**config.mk**
```make
export PLATFORM = sky130hd
export DESIGN_NAME = tile2d_burst_gen
export DESIGN_NICKNAME = d
export VERILOG_FILES = /design/src/rtl/tg_pkg.sv /design/src/rtl/tg_region_sel.sv /design/src/rtl/tg_tile_map.sv /design/src/rtl/tg_lin_map.sv /design/src/rtl/tile2d_burst_gen.sv
export SDC_FILE = /design/constraint.sdc
export NUM_CORES = 1
export LEC_CHECK = 0
export ABC_CLOCK_PERIOD_IN_PS = 11150
export BUFFER_PORTS_ARGS = -buffer_cell sky130_fd_sc_hd__buf_2
export CAP_MARGIN = 0
export CELL_PAD_IN_SITES_DETAIL_PLACEMENT = 1
export CELL_PAD_IN_SITES_GLOBAL_PLACEMENT = 1
export CORE_MARGIN = 10
export CORE_UTILIZATION = 50
export DETAILED_ROUTE_END_ITERATION = 10
export GPL_TIMING_DRIVEN = 0
export PLACE_DENSITY = 0.91
export SKIP_CTS_REPAIR_TIMING = 1
export SYNTH_ARGS = -nofsm -noshare
export SYNTH_HDL_FRONTEND = slang
export SYNTH_SLANG_ARGS = --single-unit
```
**constraint.sdc**
```tcl
create_clock -name clk -period 11.15 [get_ports clk]
set_clock_uncertainty 0.2 [all_clocks]
set_input_delay 0.5575 -clock clk [delete_from_list [all_inputs] [get_ports clk]]
set_output_delay 0.5575 -clock clk [all_outputs]
set_load 0.005 [all_outputs]
```
**src/rtl/tg_pkg.sv**
```systemverilog
package tg_pkg;
    typedef enum logic [1:0] {
        ST_IDLE,
        ST_CALC,
        ST_SEND,
        ST_DONE
    } tg_state_e;

    typedef enum logic [1:0] {
        MAP_LINEAR,
        MAP_TILE_A,
        MAP_TILE_B
    } tg_map_e;
endpackage

```
**src/rtl/tg_region_sel.sv**
```systemverilog
module tg_region_sel
    import tg_pkg::*;
#(
    parameter int              ADDR_W    = 32,
    parameter int              REGION_LG = 20,
    parameter logic [31:0]     A_BASE    = 32'h0010_0000,
    parameter logic [31:0]     B_BASE    = 32'h0020_0000
) (
    input  logic [ADDR_W-1:0] addr,
    output tg_map_e           map_sel
);
    localparam int TAG_W = ADDR_W - REGION_LG;

    logic [TAG_W-1:0] tag;
    assign tag = addr[ADDR_W-1:REGION_LG];

    always_comb begin
        if (tag == A_BASE[ADDR_W-1:REGION_LG])
            map_sel = MAP_TILE_A;
        else if (tag == B_BASE[ADDR_W-1:REGION_LG])
            map_sel = MAP_TILE_B;
        else
            map_sel = MAP_LINEAR;
    end
endmodule

```
**src/rtl/tg_tile_map.sv**
```systemverilog
module tg_tile_map #(
    parameter int          ADDR_W    = 32,
    parameter int          SLG_W     = 4,
    parameter int          REGION_LG = 20,
    parameter int          TW_LG     = 4,
    parameter int          TH_LG     = 4,
    parameter int          NB_LG     = 2,
    parameter int          CH_LG     = 6,
    parameter int          NCH_LG    = 1,
    parameter int          ROW_W     = 22,
    parameter int          EDGE_W    = 7,
    parameter logic [31:0] ROW_BASE  = 32'h400
) (
    input  logic [ADDR_W-1:0]      addr,
    input  logic [SLG_W-1:0]       stride_lg,
    output logic [NCH_LG-1:0]      chan,
    output logic [NB_LG-1:0]       bank,
    output logic [ROW_W-1:0]       row,
    output logic [TW_LG+TH_LG-1:0] col,
    output logic [EDGE_W-1:0]      edge_room
);
    localparam int PAGE_LG = TW_LG + TH_LG;
    localparam logic [ADDR_W-1:0] ONE         = ADDR_W'(1);
    localparam logic [ADDR_W-1:0] REGION_MASK = (ONE << REGION_LG) - ONE;
    localparam logic [ADDR_W-1:0] TW_MASK     = (ONE << TW_LG) - ONE;
    localparam logic [ADDR_W-1:0] TH_MASK     = (ONE << TH_LG) - ONE;
    localparam logic [ADDR_W-1:0] CH_MASK     = (ONE << CH_LG) - ONE;

    logic [ADDR_W-1:0] off, pitch_mask, xb, yl, tx, ty;
    logic [ADDR_W-1:0] row_full, col_full, tile_room, ch_room, room;
    logic [SLG_W-1:0]  shamt;

    always_comb begin
        off        = addr & REGION_MASK;
        pitch_mask = (ONE << stride_lg) - ONE;
        xb         = off & pitch_mask;
        yl         = off >> stride_lg;
        tx         = xb >> TW_LG;
        ty         = yl >> TH_LG;
        shamt      = stride_lg - SLG_W'(TW_LG + NB_LG);
        row_full   = ADDR_W'(ROW_BASE) + (ty << shamt) + (tx >> NB_LG);
        col_full   = ((yl & TH_MASK) << TW_LG) | (xb & TW_MASK);
        tile_room  = (ONE << TW_LG) - (xb & TW_MASK);
        ch_room    = (ONE << CH_LG) - (xb & CH_MASK);
        room       = (tile_room < ch_room) ? tile_room : ch_room;
    end

    assign chan      = xb[CH_LG +: NCH_LG];
    assign bank      = tx[NB_LG-1:0];
    assign row       = row_full[ROW_W-1:0];
    assign col       = col_full[PAGE_LG-1:0];
    assign edge_room = room[EDGE_W-1:0];
endmodule

```
**src/rtl/tg_lin_map.sv**
```systemverilog
module tg_lin_map #(
    parameter int ADDR_W  = 32,
    parameter int PAGE_LG = 8,
    parameter int NB_LG   = 2,
    parameter int CH_LG   = 6,
    parameter int NCH_LG  = 1,
    parameter int EDGE_W  = 7
) (
    input  logic [ADDR_W-1:0]               addr,
    output logic [NCH_LG-1:0]               chan,
    output logic [NB_LG-1:0]                bank,
    output logic [ADDR_W-PAGE_LG-NB_LG-1:0] row,
    output logic [PAGE_LG-1:0]              col,
    output logic [EDGE_W-1:0]               edge_room
);
    localparam logic [EDGE_W-1:0] CH_SPAN = EDGE_W'(1) << CH_LG;

    assign chan      = addr[CH_LG +: NCH_LG];
    assign bank      = addr[PAGE_LG +: NB_LG];
    assign row       = addr[ADDR_W-1:PAGE_LG+NB_LG];
    assign col       = addr[PAGE_LG-1:0];
    assign edge_room = CH_SPAN - EDGE_W'(addr[CH_LG-1:0]);
endmodule

```
**src/rtl/tile2d_burst_gen.sv**
```systemverilog
module tile2d_burst_gen
    import tg_pkg::*;
#(
    parameter int          ADDR_W    = 32,
    parameter int          W_W       = 12,
    parameter int          H_W       = 11,
    parameter int          SLG_W     = 4,
    parameter int          MAX_LEN   = 32,
    parameter int          NB_LG     = 2,
    parameter int          NCH_LG    = 1,
    parameter int          CH_LG     = 6,
    parameter int          REGION_LG = 20,
    parameter logic [31:0] A_BASE    = 32'h0010_0000,
    parameter logic [31:0] B_BASE    = 32'h0020_0000,
    parameter int          A_TW_LG   = 4,
    parameter int          A_TH_LG   = 4,
    parameter int          B_TW_LG   = 5,
    parameter int          B_TH_LG   = 3,
    localparam int         PAGE_LG   = A_TW_LG + A_TH_LG,
    localparam int         ROW_W     = ADDR_W - PAGE_LG - NB_LG,
    localparam int         LEN_W     = $clog2(MAX_LEN + 1)
) (
    input  logic               clk,
    input  logic               rst_n,
    input  logic               cmd_valid,
    output logic               cmd_ready,
    input  logic [ADDR_W-1:0]  cmd_addr,
    input  logic [W_W-1:0]     cmd_width,
    input  logic [H_W-1:0]     cmd_height,
    input  logic [SLG_W-1:0]   cmd_stride_lg,
    output logic               req_valid,
    input  logic               req_ready,
    output logic [NCH_LG-1:0]  req_chan,
    output logic [NB_LG-1:0]   req_bank,
    output logic [ROW_W-1:0]   req_row,
    output logic [PAGE_LG-1:0] req_col,
    output logic [LEN_W-1:0]   req_len,
    output logic               done
);
    localparam int EDGE_W = CH_LG + 1;
    localparam int NSCH   = 2;

    tg_state_e          state_q, state_d;
    tg_map_e            map_q, map_in;
    logic [SLG_W-1:0]   slg_q;
    logic [W_W-1:0]     width_q, rem_q, rem_after;
    logic [H_W-1:0]     rows_left_q;
    logic [ADDR_W-1:0]  line_q, cur_q, pitch;
    logic               accept, taken, row_end, last_row;

    // mapper results
    logic [NCH_LG-1:0]  t_chan [NSCH];
    logic [NB_LG-1:0]   t_bank [NSCH];
    logic [ROW_W-1:0]   t_row  [NSCH];
    logic [PAGE_LG-1:0] t_col  [NSCH];
    logic [EDGE_W-1:0]  t_room [NSCH];
    logic [NCH_LG-1:0]  l_chan, m_chan;
    logic [NB_LG-1:0]   l_bank, m_bank;
    logic [ROW_W-1:0]   l_row, m_row;
    logic [PAGE_LG-1:0] l_col, m_col;
    logic [EDGE_W-1:0]  l_room, m_room;
    logic [W_W:0]       lim;

    tg_region_sel #(
        .ADDR_W(ADDR_W), .REGION_LG(REGION_LG), .A_BASE(A_BASE), .B_BASE(B_BASE)
    ) u_region (
        .addr(cmd_addr), .map_sel(map_in)
    );

    for (genvar g = 0; g < NSCH; g++) begin : g_scheme
        localparam int          TW_LG_G = (g == 0) ? A_TW_LG : B_TW_LG;
        localparam int          TH_LG_G = (g == 0) ? A_TH_LG : B_TH_LG;
        localparam logic [31:0] BASE_G  = (g == 0) ? A_BASE : B_BASE;
        tg_tile_map #(
            .ADDR_W(ADDR_W), .SLG_W(SLG_W), .REGION_LG(REGION_LG),
            .TW_LG(TW_LG_G), .TH_LG(TH_LG_G), .NB_LG(NB_LG), .CH_LG(CH_LG),
            .NCH_LG(NCH_LG), .ROW_W(ROW_W), .EDGE_W(EDGE_W),
            .ROW_BASE(BASE_G >> (PAGE_LG + NB_LG))
        ) u_tile (
            .addr(cur_q), .stride_lg(slg_q),
            .chan(t_chan[g]), .bank(t_bank[g]), .row(t_row[g]),
            .col(t_col[g]), .edge_room(t_room[g])
        );
    end

    tg_lin_map #(
        .ADDR_W(ADDR_W), .PAGE_LG(PAGE_LG), .NB_LG(NB_LG), .CH_LG(CH_LG),
        .NCH_LG(NCH_LG), .EDGE_W(EDGE_W)
    ) u_lin (
        .addr(cur_q), .chan(l_chan), .bank(l_bank), .row(l_row),
        .col(l_col), .edge_room(l_room)
    );

    always_comb begin
        unique case (map_q)
            MAP_TILE_A: begin
                m_chan = t_chan[0]; m_bank = t_bank[0]; m_row = t_row[0];
                m_col  = t_col[0];  m_room = t_room[0];
            end
            MAP_TILE_B: begin
                m_chan = t_chan[1]; m_bank = t_bank[1]; m_row = t_row[1];
                m_col  = t_col[1];  m_room = t_room[1];
            end
            default: begin
                m_chan = l_chan; m_bank = l_bank; m_row = l_row;
                m_col  = l_col;  m_room = l_room;
            end
        endcase
        lim = {1'b0, rem_q};
        if ((W_W+1)'(MAX_LEN) < lim) lim = (W_W+1)'(MAX_LEN);
        if ((W_W+1)'(m_room) < lim)  lim = (W_W+1)'(m_room);
    end

    assign accept    = cmd_valid && (state_q == ST_IDLE);
    assign taken     = req_ready && (state_q == ST_SEND);
    assign rem_after = rem_q - W_W'(req_len);
    assign row_end   = (rem_after == '0);
    assign last_row  = (rows_left_q == H_W'(1));
    assign pitch     = ADDR_W'(1) << slg_q;

    // state register
    always_ff @(posedge clk or negedge rst_n) begin
        if (!rst_n) state_q <= ST_IDLE;
        else        state_q <= state_d;
    end

    // transitions
    always_comb begin
        state_d = state_q;
        unique case (state_q)
            ST_IDLE: if (accept)
                         state_d = ((cmd_width == '0) || (cmd_height == '0)) ? ST_DONE : ST_CALC;
            ST_CALC: state_d = ST_SEND;
            ST_SEND: if (taken)
                         state_d = (row_end && last_row) ? ST_DONE : ST_CALC;
            ST_DONE: state_d = ST_IDLE;
            default: state_d = ST_IDLE;
        endcase
    end

    // outputs decoded from the state
    always_comb begin
        cmd_ready = (state_q == ST_IDLE);
        req_valid = (state_q == ST_SEND);
        done      = (state_q == ST_DONE);
    end

    // datapath
    always_ff @(posedge clk or negedge rst_n) begin
        if (!rst_n) begin
            map_q <= MAP_LINEAR; slg_q <= '0; width_q <= '0; rem_q <= '0;
            rows_left_q <= '0; line_q <= '0; cur_q <= '0;
            req_chan <= '0; req_bank <= '0; req_row <= '0; req_col <= '0; req_len <= '0;
        end else begin
            if (accept) begin
                map_q       <= map_in;
                slg_q       <= cmd_stride_lg;
                width_q     <= cmd_width;
                rem_q       <= cmd_width;
                rows_left_q <= cmd_height;
                line_q      <= cmd_addr;
                cur_q       <= cmd_addr;
            end
            if (state_q == ST_CALC) begin
                req_chan <= m_chan;
                req_bank <= m_bank;
                req_row  <= m_row;
                req_col  <= m_col;
                req_len  <= lim[LEN_W-1:0];
            end
            if (taken) begin
                if (row_end) begin
                    rows_left_q <= rows_left_q - H_W'(1);
                    line_q      <= line_q + pitch;
                    cur_q       <= line_q + pitch;
                    rem_q       <= width_q;
                end else begin
                    cur_q <= cur_q + ADDR_W'(req_len);
                    rem_q <= rem_after;
                end
            end
        end
    end


    len_range_chk: assert property (@(posedge clk) disable iff (!rst_n)
        req_valid |-> (req_len != '0) && (req_len <= LEN_W'(MAX_LEN)));


    tile_a_edge_chk: assert property (@(posedge clk) disable iff (!rst_n)
        (req_valid && map_q == MAP_TILE_A) |->
        ({1'b0, req_col[A_TW_LG-1:0]} + (A_TW_LG+1)'(req_len) <= (A_TW_LG+1)'(1 << A_TW_LG)));


    lin_chan_edge_chk: assert property (@(posedge clk) disable iff (!rst_n)
        (req_valid && map_q == MAP_LINEAR) |->
        ({1'b0, req_col[CH_LG-1:0]} + (CH_LG+1)'(req_len) <= (CH_LG+1)'(1 << CH_LG)));


    hold_stable_chk: assert property (@(posedge clk) disable iff (!rst_n)
        (req_valid && !req_ready) |=> req_valid && $stable(req_row) && $stable(req_col)
        && $stable(req_len) && $stable(req_bank) && $stable(req_chan));


    done_pulse_chk: assert property (@(posedge clk) disable iff (!rst_n)
        done |=> !done && cmd_ready);
endmodule

```
==> metrics <==
prevailing post-synth register cell=dfrtp_1; count of different cell masters after synthesis=87; R2R Setup Slk=2.59 ns; CP arrival=8.70 ns; # Max-Cap Violations=0; most frequent cells after synthesis=nand2_1 (261), nor2_1 (163), o21ai_0 (152); Crit path top cell by count=ha_1; vias in the first global route=18.0k; CTS sink cnt=146; final hold vios=0; detailed-route wire length per cell=29.4 um; f_max=117 MHz; Worst slew margin=16.0%; Synth Area in Compound Gates=24.7%; clock-pin slew on the worst setup and hold paths=0.07 ns; flops & latches, synth=146; H-tree Lvls=4; largest net degree at the start of global routing=76; ratio of cells with drive above 1 in the final layout=10.6%; endpoints failing setup=0; CP Class=reg -> reg; Ant. Diodes=0; GRT overflow=0; Worst Reg-to-Reg Cells=29; Post-Synthesis Cells=1969; drt drc=0; Final nets=2260; Synth Cell Area=15300 sq um; Final min period=8.56 ns; Die Ht=195 um; setup TNS=0 ns; Post-Synth XOR/XNOR Area=6.14%; buffers from clock root to sink, at most=2; clock latency at the later pin of the worst-skew pair=0.47 ns; Initial Util=51.1%; most frequent cell after synthesis=nand2_1; startpoint types=flop; Worst setup endpoint=req_row[15]; Synth area leader=dfrtp_1; Synth top area share=24.0%; area delta synth->final=11.0%; status=finished clean; R2R Path Start=slg_q[1]; worst stage delay on the critical path=0.95 ns; post-DP HPWL=56.1 mm; CTS tree=built; first-pass iteration count of the detailed router=5; row count=63; first-pass GRT wire length=110 mm; EDFF count, synth=0; RR Endpoint=req_row[15]; Critical Path RT=11.29 ns; via count=17.5k; Routed WL=73.4 mm; root buffer cell=clkbuf_16; Hold WC Path Type=in -> reg; total CTS buffers=17; GRT Total Usage=37.1%; register area share after synthesis=24.0%; fin. max-slew vios=0; simple-gate portion of the synthesized area=22.7%; Avg Cell Area, Syn=7.75 sq um; core area=29900 sq um; asr flop ratio synth=100%; GP Congestion=1.04; initial antenna violation count=3; syn nets=2135; Port Buffers=104; fillers=3812; remaining antenna violation count=0; Synth Area in Adders=8.83%; largest family of logic cells by synthesized area=compound AO/OA/AOI/OAI gates; RSZ-0062 raised after global routing=no; Synth warnings=0; ranking of synthesized cells by area=dfrtp_1 (24%), ha_1 (8.0%), nand2_1 (6.4%), o21ai_0 (5.0%), a21oi_1 (4.6%); CP max stage cell=nor4_1; Die X=195 um; 1st-iter DRT viols=2168; CP Capture Type=flop; Via density=7.03; die area=37900 sq um; fin crit share=76.8%; CP Max Fanout=11; Setup crit start=slg_q[1]; mux cell area share after synthesis=7.92%; Slew @ Worst Pin=1.25 ns; Top Ports=105
critical path: cells and delay by family, from the launching register on:
kind | cells | cell delay [ns]
simple gates | 7 | 2.09
flops | 1 | 0.49
fa+ha+maj | 4 | 1.23
buf+inv | 8 | 1.88
compound gates | 8 | 1.99
xor+xnor | 2 | 0.51
worst min path at each step:
stage / startpoint / endpoint / slack, ns / cells after the start
floorplan: rst_n / cur_q[0] / 0.06 / 0
global placement: width_q[0] / width_q[0] / 0.26 / 2
detailed placement: width_q[6] / rem_q[6] / 0.26 / 2
CTS: rst_n / rem_q[8] / -0.05 / 1
global route: cmd_stride_lg[1] / slg_q[1] / 0.11 / 3
finish: cmd_stride_lg[1] / slg_q[1] / 0.1 / 3
sequential cells by signal (all words and copies together), names as in the netlist, 4 cells and up:
register	flops
req_len	6
cur_q	32
req_col	8
rem_q	12
slg_q	4
width_q	12
rows_left_q	11
req_row	22
line_q	32
metal layers:
layer	vias to the layer above	track usage [%]	wire length, um
met5	-	0	15
met4	2	24.1	5130
met3	373	8.64	7150
met2	1096	60.1	33900
met1	8649	43.1	27200
li1	7421	-	-
cell type report:
type                            instances  area [sq um]  area share, %
Timing Repair Buffer                  106           564           3.33
Inverter                               79           297           1.75
Sequential cell                       146          3650           21.6
Buffer                                140           579           3.42
Clock buffer                           21           480           2.84
Multi-Input combinational cell       1604         10700           63.3
Tap cell                              390           488           2.88
Clock inverter                         10           146          0.865
placed cells by master, fill, tap and decap left out, drive strengths merged, types with 14 or more instances in the layout:
master | synthesis | routed
mux4 | 26 | 26
or3 | 14 | 14
o22ai | 14 | 14
ha | 98 | 98
o21ai | 155 | 155
xor2 | 42 | 42
nor2b | 24 | 24
buf | 27 | 132
a21oi | 141 | 141
mux2 | 18 | 18
nand3 | 56 | 56
a221oi | 16 | 16
o21a | 14 | 14
nand2b | 23 | 23
xnor2 | 65 | 65
and3 | 44 | 44
nor2 | 163 | 163
dfrtp | 146 | 146
nor4 | 15 | 15
and2 | 26 | 26
nor3 | 38 | 38
a31oi | 36 | 36
inv | 74 | 77
a211oi | 27 | 27
mux2i | 40 | 40
nand2 | 261 | 261
nand4 | 18 | 18
a21o | 20 | 20
clkbuf | 113 | 134
o31ai | 17 | 17
per-stage QoR:
step	utilization (%)	instances	worst slack, ns	hold slack, ns	instance area (sq um)
after floorplan	-	1969	5.11	0.0619	15300
after global placement	54.4	2463	3.21	0.258	16300
after detailed placement	54.5	2464	3.01	0.264	16300
after CTS	56.6	2495	2.98	-0.0527	16900
after global routing	56.7	2496	2.43	0.114	16900
final	56.7	2496	2.59	0.0986	16900
cell families after synthesis:
group                      Yosys count
xor gates and xnor gates           107
buffers and inverters              219
DFF                                146
and+or+nand+nor                    728
muxes                               84
adders and majority gates          105
AOI/OAI and AO/OA                  579
other                                1
Power is left out: the tool's default activity adds up to more than one toggle a clock period on the data nets, which glitch-free logic cannot reach.
